<file path="config.mk">
export PLATFORM = sky130hd
export DESIGN_NAME = coh_line_ctrl
export DESIGN_NICKNAME = d
export VERILOG_FILES = /design/src/rtl/coh_pkg.sv /design/src/rtl/coh_line_store.sv /design/src/rtl/coh_ctrl_fsm.sv /design/src/rtl/coh_line_ctrl.sv
export SDC_FILE = /design/constraint.sdc
export NUM_CORES = 1
export LEC_CHECK = 0
export BUFFER_PORTS_ARGS = -buffer_cell sky130_fd_sc_hd__buf_2
export CAP_MARGIN = 20
export CORE_AREA = 2 2 159 161
export DETAILED_ROUTE_END_ITERATION = 8
export DIE_AREA = 0 0 161 163
export PLACE_DENSITY_LB_ADDON = 0.25
export REMOVE_ABC_BUFFERS = 1
export SYNTH_ARGS = -nofsm -noshare
export SYNTH_HDL_FRONTEND = slang
export SYNTH_HIERARCHICAL = 1
export SYNTH_SLANG_ARGS = --single-unit
</file>
<file path="constraint.sdc">
create_clock -name clk -period 5.5 [get_ports clk]
set_input_delay 1.1 -clock clk [delete_from_list [all_inputs] [get_ports clk]]
set_output_delay 1.1 -clock clk [all_outputs]
set_load 0.1 [all_outputs]
</file>
<file path="src/rtl/coh_pkg.sv">
package coh_pkg;
  typedef enum logic [1:0] {LN_INV = 2'd0, LN_SHR = 2'd1, LN_EXC = 2'd2} line_st_e;
  typedef enum logic [1:0] {OM_RDMISS = 2'd0, OM_WRMISS = 2'd1, OM_WBACK = 2'd2} out_msg_e;
  typedef enum logic [1:0] {IM_INVAL = 2'd0, IM_FETCH = 2'd1, IM_FETCHINV = 2'd2, IM_REPLY = 2'd3} in_msg_e;
  typedef enum logic [1:0] {CS_IDLE = 2'd0, CS_EVICT = 2'd1, CS_WAIT = 2'd2, CS_RESP = 2'd3} ctl_st_e;
endpackage

</file>
<file path="src/rtl/coh_line_store.sv">
module coh_line_store
  import coh_pkg::*;
#(
  parameter int LINES = 4,
  parameter int TAG_W = 6,
  parameter int BLK_W = 32,
  localparam int IDX_W = $clog2(LINES)
) (
  input  logic             clk,
  input  logic             rst_n,
  input  logic [IDX_W-1:0] a_idx,
  output line_st_e         a_state,
  output logic [TAG_W-1:0] a_tag,
  output logic [BLK_W-1:0] a_data,
  input  logic [IDX_W-1:0] b_idx,
  output line_st_e         b_state,
  output logic [TAG_W-1:0] b_tag,
  output logic [BLK_W-1:0] b_data,
  input  logic             we,
  input  logic [IDX_W-1:0] w_idx,
  input  line_st_e         w_state,
  input  logic [TAG_W-1:0] w_tag,
  input  logic [BLK_W-1:0] w_data
);
  line_st_e         st_q   [LINES];
  logic [TAG_W-1:0] tag_q  [LINES];
  logic [BLK_W-1:0] data_q [LINES];

  for (genvar g = 0; g < LINES; g++) begin : g_line
    logic sel;
    assign sel = we && (w_idx == IDX_W'(g));

    always_ff @(posedge clk or negedge rst_n) begin
      if (!rst_n)   st_q[g] <= LN_INV;
      else if (sel) st_q[g] <= w_state;
    end

    always_ff @(posedge clk) begin
      if (sel) begin
        tag_q[g]  <= w_tag;
        data_q[g] <= w_data;
      end
    end
  end

  assign a_state = st_q[a_idx];
  assign a_tag   = tag_q[a_idx];
  assign a_data  = data_q[a_idx];
  assign b_state = st_q[b_idx];
  assign b_tag   = tag_q[b_idx];
  assign b_data  = data_q[b_idx];
endmodule

</file>
<file path="src/rtl/coh_ctrl_fsm.sv">
module coh_ctrl_fsm
  import coh_pkg::*;
#(
  parameter int ADDR_W = 10,
  parameter int DATA_W = 8,
  parameter int WORDS  = 4,
  parameter int LINES  = 4,
  localparam int OFF_W   = $clog2(WORDS),
  localparam int IDX_W   = $clog2(LINES),
  localparam int TAG_W   = ADDR_W - OFF_W - IDX_W,
  localparam int BADDR_W = ADDR_W - OFF_W,
  localparam int BLK_W   = WORDS * DATA_W
) (
  input  logic               clk,
  input  logic               rst_n,
  input  logic               cpu_req_valid,
  input  logic               cpu_req_write,
  input  logic [ADDR_W-1:0]  cpu_req_addr,
  input  logic [DATA_W-1:0]  cpu_req_wdata,
  output logic               cpu_done,
  output logic [DATA_W-1:0]  cpu_rdata,
  input  logic               dir_in_valid,
  input  logic [1:0]         dir_in_type,
  input  logic [BADDR_W-1:0] dir_in_addr,
  input  logic [BLK_W-1:0]   dir_in_data,
  output logic               msg_out_valid,
  output logic [1:0]         msg_out_type,
  output logic [BADDR_W-1:0] msg_out_addr,
  output logic [BLK_W-1:0]   msg_out_data,
  output logic [IDX_W-1:0]   a_idx,
  input  line_st_e           a_state,
  input  logic [TAG_W-1:0]   a_tag,
  input  logic [BLK_W-1:0]   a_data,
  output logic [IDX_W-1:0]   b_idx,
  input  line_st_e           b_state,
  input  logic [TAG_W-1:0]   b_tag,
  input  logic [BLK_W-1:0]   b_data,
  output logic               we,
  output logic [IDX_W-1:0]   w_idx,
  output line_st_e           w_state,
  output logic [TAG_W-1:0]   w_tag,
  output logic [BLK_W-1:0]   w_data,
  output logic               in_wait
);
  function automatic logic [BLK_W-1:0] merge_word(logic [BLK_W-1:0] base,
                                                  logic [OFF_W-1:0] off,
                                                  logic [DATA_W-1:0] wd);
    logic [BLK_W-1:0] r;
    r = base;
    r[int'(off)*DATA_W +: DATA_W] = wd;
    return r;
  endfunction

  ctl_st_e fsm_q, fsm_d;
  logic done_q, done_d;
  logic [DATA_W-1:0] rdata_q, rdata_d;
  logic mo_valid_q, mo_valid_d;
  out_msg_e mo_type_q, mo_type_d;
  logic [BADDR_W-1:0] mo_addr_q, mo_addr_d;
  logic [BLK_W-1:0] mo_data_q, mo_data_d;

  logic [TAG_W-1:0] cpu_tag, dir_tag;
  logic [OFF_W-1:0] cpu_off;
  in_msg_e dtype;
  logic coh_msg, reply_msg, dir_match, cpu_present, cpu_hit;
  out_msg_e miss_type;

  assign cpu_off   = cpu_req_addr[OFF_W-1:0];
  assign a_idx     = cpu_req_addr[OFF_W +: IDX_W];
  assign cpu_tag   = cpu_req_addr[ADDR_W-1 -: TAG_W];
  assign b_idx     = dir_in_addr[IDX_W-1:0];
  assign dir_tag   = dir_in_addr[BADDR_W-1 -: TAG_W];
  assign dtype     = in_msg_e'(dir_in_type);
  assign coh_msg   = dir_in_valid && (dtype != IM_REPLY);
  assign reply_msg = dir_in_valid && (dtype == IM_REPLY);
  assign dir_match = (b_state != LN_INV) && (b_tag == dir_tag);
  assign cpu_present = (a_state != LN_INV) && (a_tag == cpu_tag);
  assign cpu_hit   = cpu_present && (!cpu_req_write || a_state == LN_EXC);
  assign miss_type = cpu_req_write ? OM_WRMISS : OM_RDMISS;

  always_comb begin
    fsm_d      = (fsm_q == CS_RESP) ? CS_IDLE : fsm_q;
    done_d     = 1'b0;
    rdata_d    = rdata_q;
    mo_valid_d = 1'b0;
    mo_type_d  = mo_type_q;
    mo_addr_d  = mo_addr_q;
    mo_data_d  = mo_data_q;
    we         = 1'b0;
    w_idx      = a_idx;
    w_state    = a_state;
    w_tag      = cpu_tag;
    w_data     = a_data;
    if (coh_msg) begin
      w_idx  = b_idx;
      w_tag  = b_tag;
      w_data = b_data;
      if (dir_match && dtype == IM_INVAL && b_state == LN_SHR) begin
        we      = 1'b1;
        w_state = LN_INV;
      end else if (dir_match && dtype != IM_INVAL && b_state == LN_EXC) begin
        we         = 1'b1;
        w_state    = (dtype == IM_FETCH) ? LN_SHR : LN_INV;
        mo_valid_d = 1'b1;
        mo_type_d  = OM_WBACK;
        mo_addr_d  = dir_in_addr;
        mo_data_d  = b_data;
      end
    end else begin
      case (fsm_q)
        CS_IDLE: if (cpu_req_valid) begin
          if (cpu_hit) begin
            done_d = 1'b1;
            fsm_d  = CS_RESP;
            if (cpu_req_write) begin
              we      = 1'b1;
              w_data  = merge_word(a_data, cpu_off, cpu_req_wdata);
              rdata_d = cpu_req_wdata;
            end else begin
              rdata_d = a_data[int'(cpu_off)*DATA_W +: DATA_W];
            end
          end else if (a_state == LN_EXC) begin
            we         = 1'b1;
            w_state    = LN_INV;
            w_tag      = a_tag;
            mo_valid_d = 1'b1;
            mo_type_d  = OM_WBACK;
            mo_addr_d  = {a_tag, a_idx};
            mo_data_d  = a_data;
            fsm_d      = CS_EVICT;
          end else begin
            mo_valid_d = 1'b1;
            mo_type_d  = miss_type;
            mo_addr_d  = cpu_req_addr[ADDR_W-1:OFF_W];
            fsm_d      = CS_WAIT;
          end
        end
        CS_EVICT: begin
          mo_valid_d = 1'b1;
          mo_type_d  = miss_type;
          mo_addr_d  = cpu_req_addr[ADDR_W-1:OFF_W];
          fsm_d      = CS_WAIT;
        end
        CS_WAIT: if (reply_msg) begin
          we      = 1'b1;
          w_state = cpu_req_write ? LN_EXC : LN_SHR;
          w_data  = cpu_req_write ? merge_word(dir_in_data, cpu_off, cpu_req_wdata) : dir_in_data;
          rdata_d = cpu_req_write ? cpu_req_wdata : dir_in_data[int'(cpu_off)*DATA_W +: DATA_W];
          done_d  = 1'b1;
          fsm_d   = CS_RESP;
        end
        default: ;
      endcase
    end
  end

  always_ff @(posedge clk or negedge rst_n) begin
    if (!rst_n) begin
      fsm_q      <= CS_IDLE;
      done_q     <= 1'b0;
      mo_valid_q <= 1'b0;
    end else begin
      fsm_q      <= fsm_d;
      done_q     <= done_d;
      mo_valid_q <= mo_valid_d;
    end
  end

  always_ff @(posedge clk) begin
    if (done_d) rdata_q <= rdata_d;
    if (mo_valid_d) begin
      mo_type_q <= mo_type_d;
      mo_addr_q <= mo_addr_d;
      mo_data_q <= mo_data_d;
    end
  end

  assign cpu_done      = done_q;
  assign cpu_rdata     = rdata_q;
  assign msg_out_valid = mo_valid_q;
  assign msg_out_type  = mo_type_q;
  assign msg_out_addr  = mo_addr_q;
  assign msg_out_data  = mo_data_q;
  assign in_wait       = (fsm_q == CS_WAIT);
endmodule

</file>
<file path="src/rtl/coh_line_ctrl.sv">
module coh_line_ctrl
  import coh_pkg::*;
#(
  parameter int ADDR_W = 10,
  parameter int DATA_W = 8,
  parameter int WORDS  = 4,
  parameter int LINES  = 4,
  localparam int OFF_W   = $clog2(WORDS),
  localparam int IDX_W   = $clog2(LINES),
  localparam int TAG_W   = ADDR_W - OFF_W - IDX_W,
  localparam int BADDR_W = ADDR_W - OFF_W,
  localparam int BLK_W   = WORDS * DATA_W
) (
  input  logic               clk,
  input  logic               rst_n,
  input  logic               cpu_req_valid,
  input  logic               cpu_req_write,
  input  logic [ADDR_W-1:0]  cpu_req_addr,
  input  logic [DATA_W-1:0]  cpu_req_wdata,
  output logic               cpu_done,
  output logic [DATA_W-1:0]  cpu_rdata,
  input  logic               dir_in_valid,
  input  logic [1:0]         dir_in_type,
  input  logic [BADDR_W-1:0] dir_in_addr,
  input  logic [BLK_W-1:0]   dir_in_data,
  output logic               msg_out_valid,
  output logic [1:0]         msg_out_type,
  output logic [BADDR_W-1:0] msg_out_addr,
  output logic [BLK_W-1:0]   msg_out_data
);
  logic [IDX_W-1:0] a_idx, b_idx, w_idx;
  line_st_e a_state, b_state, w_state;
  logic [TAG_W-1:0] a_tag, b_tag, w_tag;
  logic [BLK_W-1:0] a_data, b_data, w_data;
  logic we, wait_st;

  coh_line_store #(.LINES(LINES), .TAG_W(TAG_W), .BLK_W(BLK_W)) u_store (
    .clk(clk), .rst_n(rst_n),
    .a_idx(a_idx), .a_state(a_state), .a_tag(a_tag), .a_data(a_data),
    .b_idx(b_idx), .b_state(b_state), .b_tag(b_tag), .b_data(b_data),
    .we(we), .w_idx(w_idx), .w_state(w_state), .w_tag(w_tag), .w_data(w_data)
  );

  coh_ctrl_fsm #(.ADDR_W(ADDR_W), .DATA_W(DATA_W), .WORDS(WORDS), .LINES(LINES)) u_fsm (
    .clk(clk), .rst_n(rst_n),
    .cpu_req_valid(cpu_req_valid), .cpu_req_write(cpu_req_write),
    .cpu_req_addr(cpu_req_addr), .cpu_req_wdata(cpu_req_wdata),
    .cpu_done(cpu_done), .cpu_rdata(cpu_rdata),
    .dir_in_valid(dir_in_valid), .dir_in_type(dir_in_type),
    .dir_in_addr(dir_in_addr), .dir_in_data(dir_in_data),
    .msg_out_valid(msg_out_valid), .msg_out_type(msg_out_type),
    .msg_out_addr(msg_out_addr), .msg_out_data(msg_out_data),
    .a_idx(a_idx), .a_state(a_state), .a_tag(a_tag), .a_data(a_data),
    .b_idx(b_idx), .b_state(b_state), .b_tag(b_tag), .b_data(b_data),
    .we(we), .w_idx(w_idx), .w_state(w_state), .w_tag(w_tag), .w_data(w_data),
    .in_wait(wait_st)
  );
endmodule

</file>
==> impl_metrics.toml, run 1 <==
[cts]
clk_path_buf_depth = 3
clkTransAtPathRegs_ns = 0.06
hold_buffers = 0
root_buffer = "clkbuf_16"
cts_setup_buffers = 0
cts_tree = "built"
clkSinkCount = 214
cts_buffers = 24
insertion_delay_ns = 0.54
cts.repair.resized = 0
htree_levels = 1

[power_and_ir_drop]
p_per_area_mw_per_mm2 = 377.6
power_frac_comb_pct = 26.8
intPower_mw = 3.427
vdd_drop_max_mv = 0.2978
seq_power_share_pct = 40.8
leakagePower_nw = 4.834
netSwitchingFraction_pct = 32.42
p_switching_mw = 1.644
power_mw = 5.070
power.clock.fraction_pct = 32.4

[grt]
grt_pass1_vias = 8421
grtUsageTotal_pct = 26.09
grt-ovfl-total = 0
grt_pass1_wl_um = 51020
grt_max_degree = 41
antenna_found_initial = 0

[timing]
hold_viol = 0
fmax_ghz = 0.2249
setup_viol = 0
slew_viol_final = 0
period_share_pct = 80.83
skew_ns = 0.01210
period_needed_ns = 4.446
rsz0062_at_grt = "false"
max_slew_margin_pct = 27.68
tightest_slew_ns = 1.077
fin_tns_setup_ns = 0

[critical_path]
endpoint = "u_store/data_q[0][20]$_DFFE_PP_"
rr_endpoint = "u_store/data_q[0][20]$_DFFE_PP_"
critical_path_required_ns = 5.73
crit_path_max_fanout = 17
critPathCaptureType = "register"
crit_top_cell = "buf_4"
cp_num_buf_inv = 4
reg2reg_slack_ns = 1.91
critPathKind = "primary input to register"
startpoint = "cpu_req_addr[2]"
crit_cells = 11
start_kind = "primary input"
rr_worst_depth = 9
r2r_start = "u_store/tag_q[3][3]$_DFFE_PP_"
arrival_ns = 4.67
cp_top_family = "buffers and inverters"
cpMaxStageDelayCell = "nor3b_4"
crit_chain = "buf_2 -> buf_4 -> mux4_2 -> nand2b_1 -> a211oi_1 -> buf_4 -> and3_1 -> o21bai_1 -> a31oi_1 -> nor3b_4 -> buf_4"
slowest_delay_ns = 0.71

[synthesis]
synth_seq_cells = 214
syn_inst = 854
ys_warn_count = 6
synth-main-ff-cell = "edfxtp_1"
synth_edf_count = 202
async_reset_ff_share_pct = 5.607
yosysUniqueCellTypes = 63
synth_area_mm2 = 0.01179
ys_seq_area_share_pct = 54.00
syn-mean-instance-area_um2 = 13.80

[floorplan]
fp.dieArea_mm2 = 0.02624
fp.dieH_um = 163
std_cell_rows = 58
die_x_um = 161
core_area_mm2 = 0.02467
ioPinCount = 117
initial_core_util_pct = 47.78

[finish]
n_antenna_cell = 0
drive_above_1_share_pct = 30.40
synthToLayoutAreaGrowth_pct = 13.89
layout.nets = 1034
final_cell_area_mm2 = 0.01343

[drt]
firstDrtPassIters = 5
vias_per_cell = 6.383
drt_iter0_drc = 1008
vias = 8342
drc = 0
wire_per_inst_um = 26.20
ant_nets = 0
routed_wl_um = 34240

[place]
placed_cell_area_mm2 = 0.01263
gp_congestion = 0.8797
port_buffers = 116
post-dp-hpwl_um = 22440

[flow_run]
cap_violations = 0

[outcome]
outcome = "finished, final reports clean"

[worst_hold_path]
hold_path_class = "primary input to async pin"
[worst min-delay path by stage]
stage	from	endpoint	depth (start not counted)
after global routing	rst_n	u_fsm/msg_out_valid$_DFF_PN0_	1
after global placement	u_store/st_q[1]$_DFFE_PN0P_	u_store/st_q[1]$_DFFE_PN0P_	1
after CTS	rst_n	u_fsm/msg_out_valid$_DFF_PN0_	1
after floorplan	u_store/st_q[2]$_DFFE_PN0P_	u_store/st_q[2]$_DFFE_PN0P_	1
final	rst_n	u_store/st_q[4]$_DFFE_PN0P_	1
after detailed placement	u_store/st_q[7]$_DFFE_PN0P_	u_store/st_q[7]$_DFFE_PN0P_	1
[layout make-up]
| class | instances | area (µm²) |
|---|---|---|
| clock buffers | 27 | 611.8 |
| clock inverters | 16 | 185.2 |
| fillers | 2078 | 11250 |
| inverters | 14 | 52.55 |
| multi-input cells | 561 | 4975 |
| flip-flops and latches | 214 | 6366 |
| well taps | 330 | 412.9 |
| repair buffers | 145 | 823.3 |
[layer usage]
| metal | track usage [%] | routed length [µm] |
|---|---|---|
| met5 | 0 | 0 |
| met1 | 36.56 | 13840 |
| met3 | 4.838 | 3399 |
| met4 | 7.995 | 863 |
| met2 | 41.92 | 16140 |
[layout by cell type (no fill, tap or decap), types with 3 or more instances in the layout]
cell type | synthesis | layout
a31oi_1 | 11 | 11
o21ai_0 | 61 | 60
nor2b_1 | 3 | 3
o211ai_1 | 12 | 12
buf_2 | 14 | 116
mux2_2 | 8 | 8
mux2i_1 | 22 | 22
and3_1 | 5 | 4
nand4_1 | 6 | 6
nor3_1 | 6 | 5
a22o_1 | 8 | 8
mux4_2 | 96 | 96
dfrtp_1 | 12 | 12
clkbuf_1 | 28 | 3
a21boi_0 | 4 | 4
inv_1 | 14 | 14
xnor2_1 | 6 | 6
and2_1 | 5 | 5
a21oi_1 | 27 | 26
a41oi_1 | 3 | 3
nor2_1 | 34 | 34
nand3b_1 | 4 | 4
clkbuf_16 | 0 | 24
buf_4 | 6 | 27
clkinv_2 | 0 | 3
a221o_2 | 3 | 3
a211oi_1 | 11 | 11
edfxtp_1 | 202 | 202
o221ai_1 | 7 | 7
bufinv_16 | 0 | 4
nand3_1 | 17 | 17
nand2b_1 | 6 | 6
a221o_1 | 8 | 8
xor2_1 | 6 | 6
clkinv_1 | 0 | 7
ha_1 | 9 | 9
nand2_1 | 139 | 139
[stage by stage]
step / utilization, % / hold slack [ns] / std cells / worst slack, ns
2_1_floorplan: - / 0.4910 / 789 / -0.6154
3_3_place_gp: 51.19 / 0.5106 / 1264 / 0.5596
3_5_place_dp: 51.19 / 0.5247 / 1264 / 0.5108
4_1_cts: 54.42 / 0.4451 / 1307 / 1.033
5_1_grt: 54.42 / 0.4650 / 1307 / 0.8236
6_report: 54.42 / 0.4549 / 1307 / 1.054
[cell usage after synthesis (12+ instances only)]
library cell	number	area, µm²
mux4_2	96	2162
a21oi_1	27	135.1
dfrtp_1	12	300.3
edfxtp_1	202	6066
mux2i_1	22	220.2
clkbuf_1	28	105.1
o21ai_0	61	305.3
nor2_1	34	127.6
buf_2	14	70.07
o211ai_1	12	90.09
nand2_1	139	521.8
nand3_1	17	85.08
inv_1	14	52.55
[kinds of logic after synthesis]
kind of cell             synth area share [%]
AND/OR/NAND/NOR                         8.862
flip-flops                              54.00
adder cells (fa/ha/maj)                0.9552
AO/OA/AOI/OAI                           10.19
multiplexers                            20.97
XOR/XNOR                               0.8915
buffers and inverters                   4.129
[sequential cells by signal, indices dropped and copies added (netlist names)]
| register | count |
|---|---|
| u_fsm/msg_out_type | 2 |
| u_fsm/cpu_done | 1 |
| u_fsm/fsm_q | 2 |
| u_fsm/cpu_rdata | 8 |
| u_fsm/msg_out_addr | 8 |
| u_fsm/msg_out_data | 32 |
| u_store/tag_q | 24 |
| u_store/data_q | 128 |
| u_store/st_q | 8 |
| u_fsm/msg_out_valid | 1 |
[power groups by stage]
stage          Clock, mW  Sequential (mW)  Combinational [mW]
2_1_floorplan          0             2.25               0.704
3_3_place_gp           0             2.09                1.31
3_5_place_dp           0             2.10                1.33
4_1_cts             1.67             2.07                1.33
5_1_grt             1.73             2.08                1.44
6_report            1.65             2.07                1.36
Note: power is estimated with default switching activity, not from simulation.
==> run 2: changes to the inputs <==
- clock period: 5.5 -> 3.7 ns (I/O delays scaled with it)
==> run 2 against run 1 <==
Effect of this change: cell count up 3.7%; largest cell class unchanged; clock skew up 0.0082 ns; register-to-register slack worse by 1.3 ns; highest routed layer is now met5; first-iteration DRC count down 2.6%; sequential share of layout area down 1.4 points; critical endpoint is now u_store/data_q[1][9]$_DFFE_PP_; worst setup slack worse by 0.71 ns; final area up 3.1%; wire length up 0.24%; worst hold slack worse by 0.35 ns; power up 50%; critical path depth down 2.
==> impl_metrics.toml, run 2 (synthesized netlist as in run 1, its figures left out) <==
[critical_path]
arrival_ns = 3.53
critical_path_required_ns = 3.88
crit_path_max_fanout = 9
critPathKind = "primary input to register"
critPathCaptureType = "register"
start_kind = "primary input"

[floorplan]
ioPinCount = 117
initial_core_util_pct = 47.78
fp.dieH_um = 163
std_cell_rows = 58
die_x_um = 161
core_area_mm2 = 0.02467
fp.dieArea_mm2 = 0.02624

[drt]
ant_nets = 0
vias = 8538
firstDrtPassIters = 6
vias_per_cell = 6.301
drt_iter0_drc = 982
wire_per_inst_um = 25.33
routed_wl_um = 34330
drc = 0

[timing]
setup_viol = 0
period_share_pct = 90.58
skew_ns = 0.02032
hold_viol = 0
period_needed_ns = 3.352
tightest_slew_ns = 0.9464
slew_viol_final = 0
worst_slack_ns = 0.3485
rsz0062_at_grt = "false"
fin_tns_setup_ns = 0
fin_hold_ws_ns = 0.1023
max_slew_margin_pct = 36.67
fmax_ghz = 0.2984

[cts]
cts_buffers = 24
clkSinkCount = 214
cts_setup_buffers = 0
cts_tree = "built"
clkTransAtPathRegs_ns = 0.06
insertion_delay_ns = 0.53
root_buffer = "clkbuf_16"
hold_buffers = 0
clk_path_buf_depth = 3
htree_levels = 1
cts.repair.resized = 0

[grt]
grt_max_degree = 33
grt-ovfl-total = 0
antenna_found_initial = 1
grt_pass1_wl_um = 51360
grtUsageTotal_pct = 26.18
grt_pass1_vias = 8422

[place]
gp_congestion = 0.8966
place_ws_ns = -0.1251
port_buffers = 116
placed_cell_area_mm2 = 0.01308
post-dp-hpwl_um = 24190
dpl.cell_count = 1312

[power_and_ir_drop]
intPower_mw = 5.097
p_per_area_mw_per_mm2 = 548.0
power_frac_comb_pct = 28.7
p_switching_mw = 2.493
power.clock.fraction_pct = 30.8
netSwitchingFraction_pct = 32.84
seq_power_share_pct = 40.5
power_mw = 7.589
vdd_drop_max_mv = 0.3750
leakagePower_nw = 5.074

[finish]
mostFrequentLayoutCell = "edfxtp_1"
synthToLayoutAreaGrowth_pct = 17.47
layout.nets = 1082
layout_common_cells = "edfxtp_1 (202), nand2_1 (139), buf_2 (116), mux4_2 (96), buf_4 (68)"
drive_above_1_share_pct = 34.15
final_cell_area_mm2 = 0.01385
finish.utilization_pct = 56.13
num-fill-cells = 2041
largest_reg_flops = 128
regMostFlops = "u_store/data_q"
fin_cells = 1355
n_antenna_cell = 0

[outcome]
outcome = "finished, final reports clean"

[flow_run]
cap_violations = 0

[worst_hold_path]
hold_path_class = "primary input to async pin"
[run 2: final cells by class]
type                       count  area, µm²  share of cell area, %
clock buffer                  27      611.8                  4.418
clock inverter                16      158.9                  1.147
inverter                      14      52.55                 0.3795
multi-input combinational    561       4975                  35.92
sequential                   214       6366                  45.97
tap                          330      412.9                  2.982
timing repair buffer         193       1271                  9.180
[run 2: path summary, 6_finish.rpt]
path | from | end | slack (ns) | depth (start not counted)
setup / recovery | cpu_req_addr[2] | u_store/data_q[1][9]$_DFFE_PP_ | 0.35 | 9
hold / removal | rst_n | u_store/st_q[5]$_DFFE_PN0P_ | 0.10 | 1
setup reg to reg | u_store/tag_q[3][3]$_DFFE_PP_ | u_store/data_q[3][25]$_DFFE_PP_ | 0.57 | 7
max in group asynchronous | rst_n | u_fsm/fsm_q[1]$_DFF_PN0_ | 3.36 | 1
hold reg to reg | u_store/st_q[3]$_DFFE_PN0P_ | u_store/st_q[3]$_DFFE_PN0P_ | 0.56 | 1
min in group clk | cpu_req_addr[4] | u_fsm/msg_out_addr[2]$_DFFE_PP_ | 0.55 | 3
[run 2: power groups by stage]
stage | registers, mW | clock network (mW) | logic, mW
global route | 3.09 | 2.46 | 2.31
floorplan | 3.35 | 0 | 1.05
CTS | 3.07 | 2.36 | 2.14
finish | 3.08 | 2.34 | 2.18
global placement | 3.12 | 0 | 2.11
detailed placement | 3.12 | 0 | 2.13
[run 2: routing by layer]
metal,global-route usage [%],part of all wire (%)
met1,36.81,40
met2,41.81,47
met3,4.813,10
met4,8.320,3.1
met5,0,0.032
[run 2: critical path, stage by stage]
cell and delay [ns]:
buf_2 0.28, buf_4 0.20, mux4_2 0.50, nand2b_1 0.21
a211oi_1 0.32, buf_4 0.22, a41oi_1 0.16, nor2_1 0.53
o221ai_1 0.36
==> run 3: changes to the inputs <==
- CTS_BUF_LIST: unset -> sky130_fd_sc_hd__clkbuf_8
- GPL_TIMING_DRIVEN: unset -> 1
- SYNTH_HIERARCHICAL: 1 -> unset
==> run 3 against run 2 <==
Effect of this change: power down 6.3%; highest routed layer is now met4; final area grew 1.2%; flip-flop and latch count is the same; critical path type unchanged; largest power group unchanged; count of clock-buffer cells in the layout increased by 10; cell count decreased by 2.4%.
==> impl_metrics.toml, run 3 <==
[floorplan]
std_cell_rows = 58
initial_core_util_pct = 48.14
fp.dieArea_mm2 = 0.02624
fp.dieH_um = 163
core_area_mm2 = 0.02467
ioPinCount = 117
die_x_um = 161

[critical_path]
cp_top_family = "simple AND/OR/NAND/NOR gates"
slowest_delay_ns = 0.69
rr_worst_depth = 8
critical_path_required_ns = 3.90
crit_top_cell = "buf_12"
crit_chain = "buf_2 -> buf_12 -> mux4_1 -> xnor2_1 -> nand4_2 -> or2_0 -> buf_12 -> nor3_4 -> mux2i_1 -> o221ai_1"
crit_path_max_fanout = 10
critPathKind = "primary input to register"
critPathCaptureType = "register"
cpMaxStageDelayCell = "nor3_4"
cp_num_buf_inv = 3
start_kind = "primary input"
r2r_start = "u_store.tag_q[1][5]$_DFFE_PP_"
rr_endpoint = "u_store.data_q[1][28]$_DFFE_PP_"
reg2reg_slack_ns = 0.47
arrival_ns = 3.53

[finish]
num-fill-cells = 1954
drive_above_1_share_pct = 38.87
regMostFlops = "u_store.data_q"
largest_reg_flops = 128
layout.nets = 1041
fin_cells = 1323
layout_common_cells = "edfxtp_1 (202), nand2_1 (126), buf_2 (116), mux4_2 (92), buf_4 (57)"
mostFrequentLayoutCell = "edfxtp_1"
n_antenna_cell = 0
synthToLayoutAreaGrowth_pct = 18.00

[drt]
wire_per_inst_um = 25.05
drt_iter0_drc = 831
drc = 0
ant_nets = 0
routed_wl_um = 33140
firstDrtPassIters = 5
vias_per_cell = 6.184
vias = 8182

[synthesis]
yosysUniqueCellTypes = 51
yosysTopAreaCell = "edfxtp_1"
synthTopCellsByArea = "edfxtp_1 (51%), mux4_2 (17%), mux2i_1 (4.6%), nand2_1 (4.0%), mux2_2 (3.4%)"
syn_inst = 798
ys_seq_area_share_pct = 53.59
async_reset_ff_share_pct = 5.607
netlist.area_leader.share_pct = 51.06
yosysMostFrequentCell = "edfxtp_1"
syn-mean-instance-area_um2 = 14.89
ys_warn_count = 0
synth-main-ff-cell = "edfxtp_1"
synth_edf_count = 202
synthTopCellsByCount = "edfxtp_1 (202), nand2_1 (126), mux4_2 (92), mux2i_1 (54), mux2_2 (36)"
synth_seq_cells = 214
synth_area_mm2 = 0.01188

[timing]
rsz0062_at_grt = "false"
skew_ns = 0.01727
worst_slack_ns = 0.3642
tightest_slew_ns = 0.9117
slew_viol_final = 0
setup_viol = 0
hold_viol = 0
period_share_pct = 90.16
max_slew_margin_pct = 39.09
fmax_ghz = 0.2998
period_needed_ns = 3.336

[cts]
clk_path_buf_depth = 3
htree_levels = 2
cts_setup_buffers = 0
root_buffer = "clkbuf_8"
clkSinkCount = 214
clkTransAtPathRegs_ns = 0.06
cts_buffers = 36
cts_tree = "built"
insertion_delay_ns = 0.52
cts.repair.resized = 0
hold_buffers = 0

[power_and_ir_drop]
vdd_drop_max_mv = 0.3055
leakagePower_nw = 5.097
power_mw = 7.110
p_per_area_mw_per_mm2 = 507.2

[grt]
antenna_found_initial = 0
grt_pass1_wl_um = 49670
grtUsageTotal_pct = 25.46
grt_pass1_vias = 8180
grt_max_degree = 87
grt-ovfl-total = 0

[place]
dpl.cell_count = 1259
place_ws_ns = -0.2007
post-dp-hpwl_um = 22190
gp_congestion = 0.8290
port_buffers = 116

[worst_hold_path]
hold_path_class = "primary input to async pin"

[flow_run]
cap_violations = 0

[outcome]
outcome = "finished, final reports clean"
run 3: changes by cell type in the layout (fill, tap and decap cells not counted), moves of 13 or more:
cell       change
and2_1        +27
a22oi_1       +32
clkbuf_16     -24
o221ai_1      +25
nor2_1        -18
o21ai_0       -38
mux2i_1       +32
nand2_1       -13
nand3_1       -15
clkbuf_8      +37
a21oi_1       -19
mux2_2        +28
run 3: through the flow:
step	instance area, µm²	hold WS, ns	TNS (ns)	util, %
floorplan	11640	0.4444	-248.48	-
detailed placement	13290	0.4978	-25.06	53.84
global route	14020	0.09674	0	56.81
global placement	13290	0.4900	-13.17	53.84
CTS	14020	0.07508	0	56.81
finish	14020	0.08772	0	56.81
run 3: logic make-up (layout without fill, tap and decap cells):
logic type | after synthesis | after routing | synth area share (%)
flip-flops | 214 | 214 | 53.59
XOR/XNOR | 12 | 12 | 1.074
buffers and inverters | 61 | 256 | 2.317
AND/OR/NAND/NOR | 201 | 201 | 8.521
multiplexers | 190 | 190 | 26.65
adder cells (fa/ha/maj) | 9 | 9 | 0.9480
AO/OA/AOI/OAI | 111 | 111 | 6.899
run 3: worst max-delay path by stage:
stage | start | to | cells after the start
floorplan | dir_in_type[0] | u_store.st_q[2]$_DFFE_PN0P_ | 6
global placement | cpu_req_addr[2] | u_store.data_q[3][26]$_DFFE_PP_ | 10
detailed placement | cpu_req_addr[2] | u_store.data_q[3][26]$_DFFE_PP_ | 10
CTS | cpu_req_addr[2] | u_store.data_q[0][26]$_DFFE_PP_ | 10
global route | cpu_req_addr[2] | u_store.data_q[0][24]$_DFFE_PP_ | 10
finish | cpu_req_addr[2] | u_store.data_q[1][28]$_DFFE_PP_ | 10
run 3: worst register-to-register path: stages, from the launching register on:
cell      delay, ns
edfxtp_1       0.42
mux4_1         0.57
xnor2_1        0.19
nand3_2        0.11
or2_0          0.28
buf_12         0.17
nor3_4         0.70
mux2i_1        0.26
o221ai_1       0.21
run 3: metal layers:
metal | share of wire [%] | up-vias | GRT usage, %
li1 | - | 3571 | -
met1 | 40 | 4130 | 34.53
met2 | 48 | 409 | 41.20
met3 | 8.1 | 72 | 4.482
met4 | 3.8 | 0 | 10.23
met5 | 0 | - | 0
run 3: cell type report:
class | instances | area (µm²) | share of cell area [%]
Sequential cell | 214 | 6366 | 45.42
Multi-Input combinational cell | 523 | 5264 | 37.55
Timing Repair Buffer | 183 | 1209 | 8.623
Clock buffer | 37 | 509.2 | 3.633
Tap cell | 330 | 412.9 | 2.946
Clock inverter | 27 | 222.7 | 1.589
Inverter | 9 | 33.78 | 0.2410
run 3: power by group:
group          leakage, nW  internal (mW)  switching (mW)  total (mW)
combinational         2.71          0.658            1.22        1.88
sequential            2.00           2.97          0.0746        3.05
clock                0.388           1.22           0.970        2.19
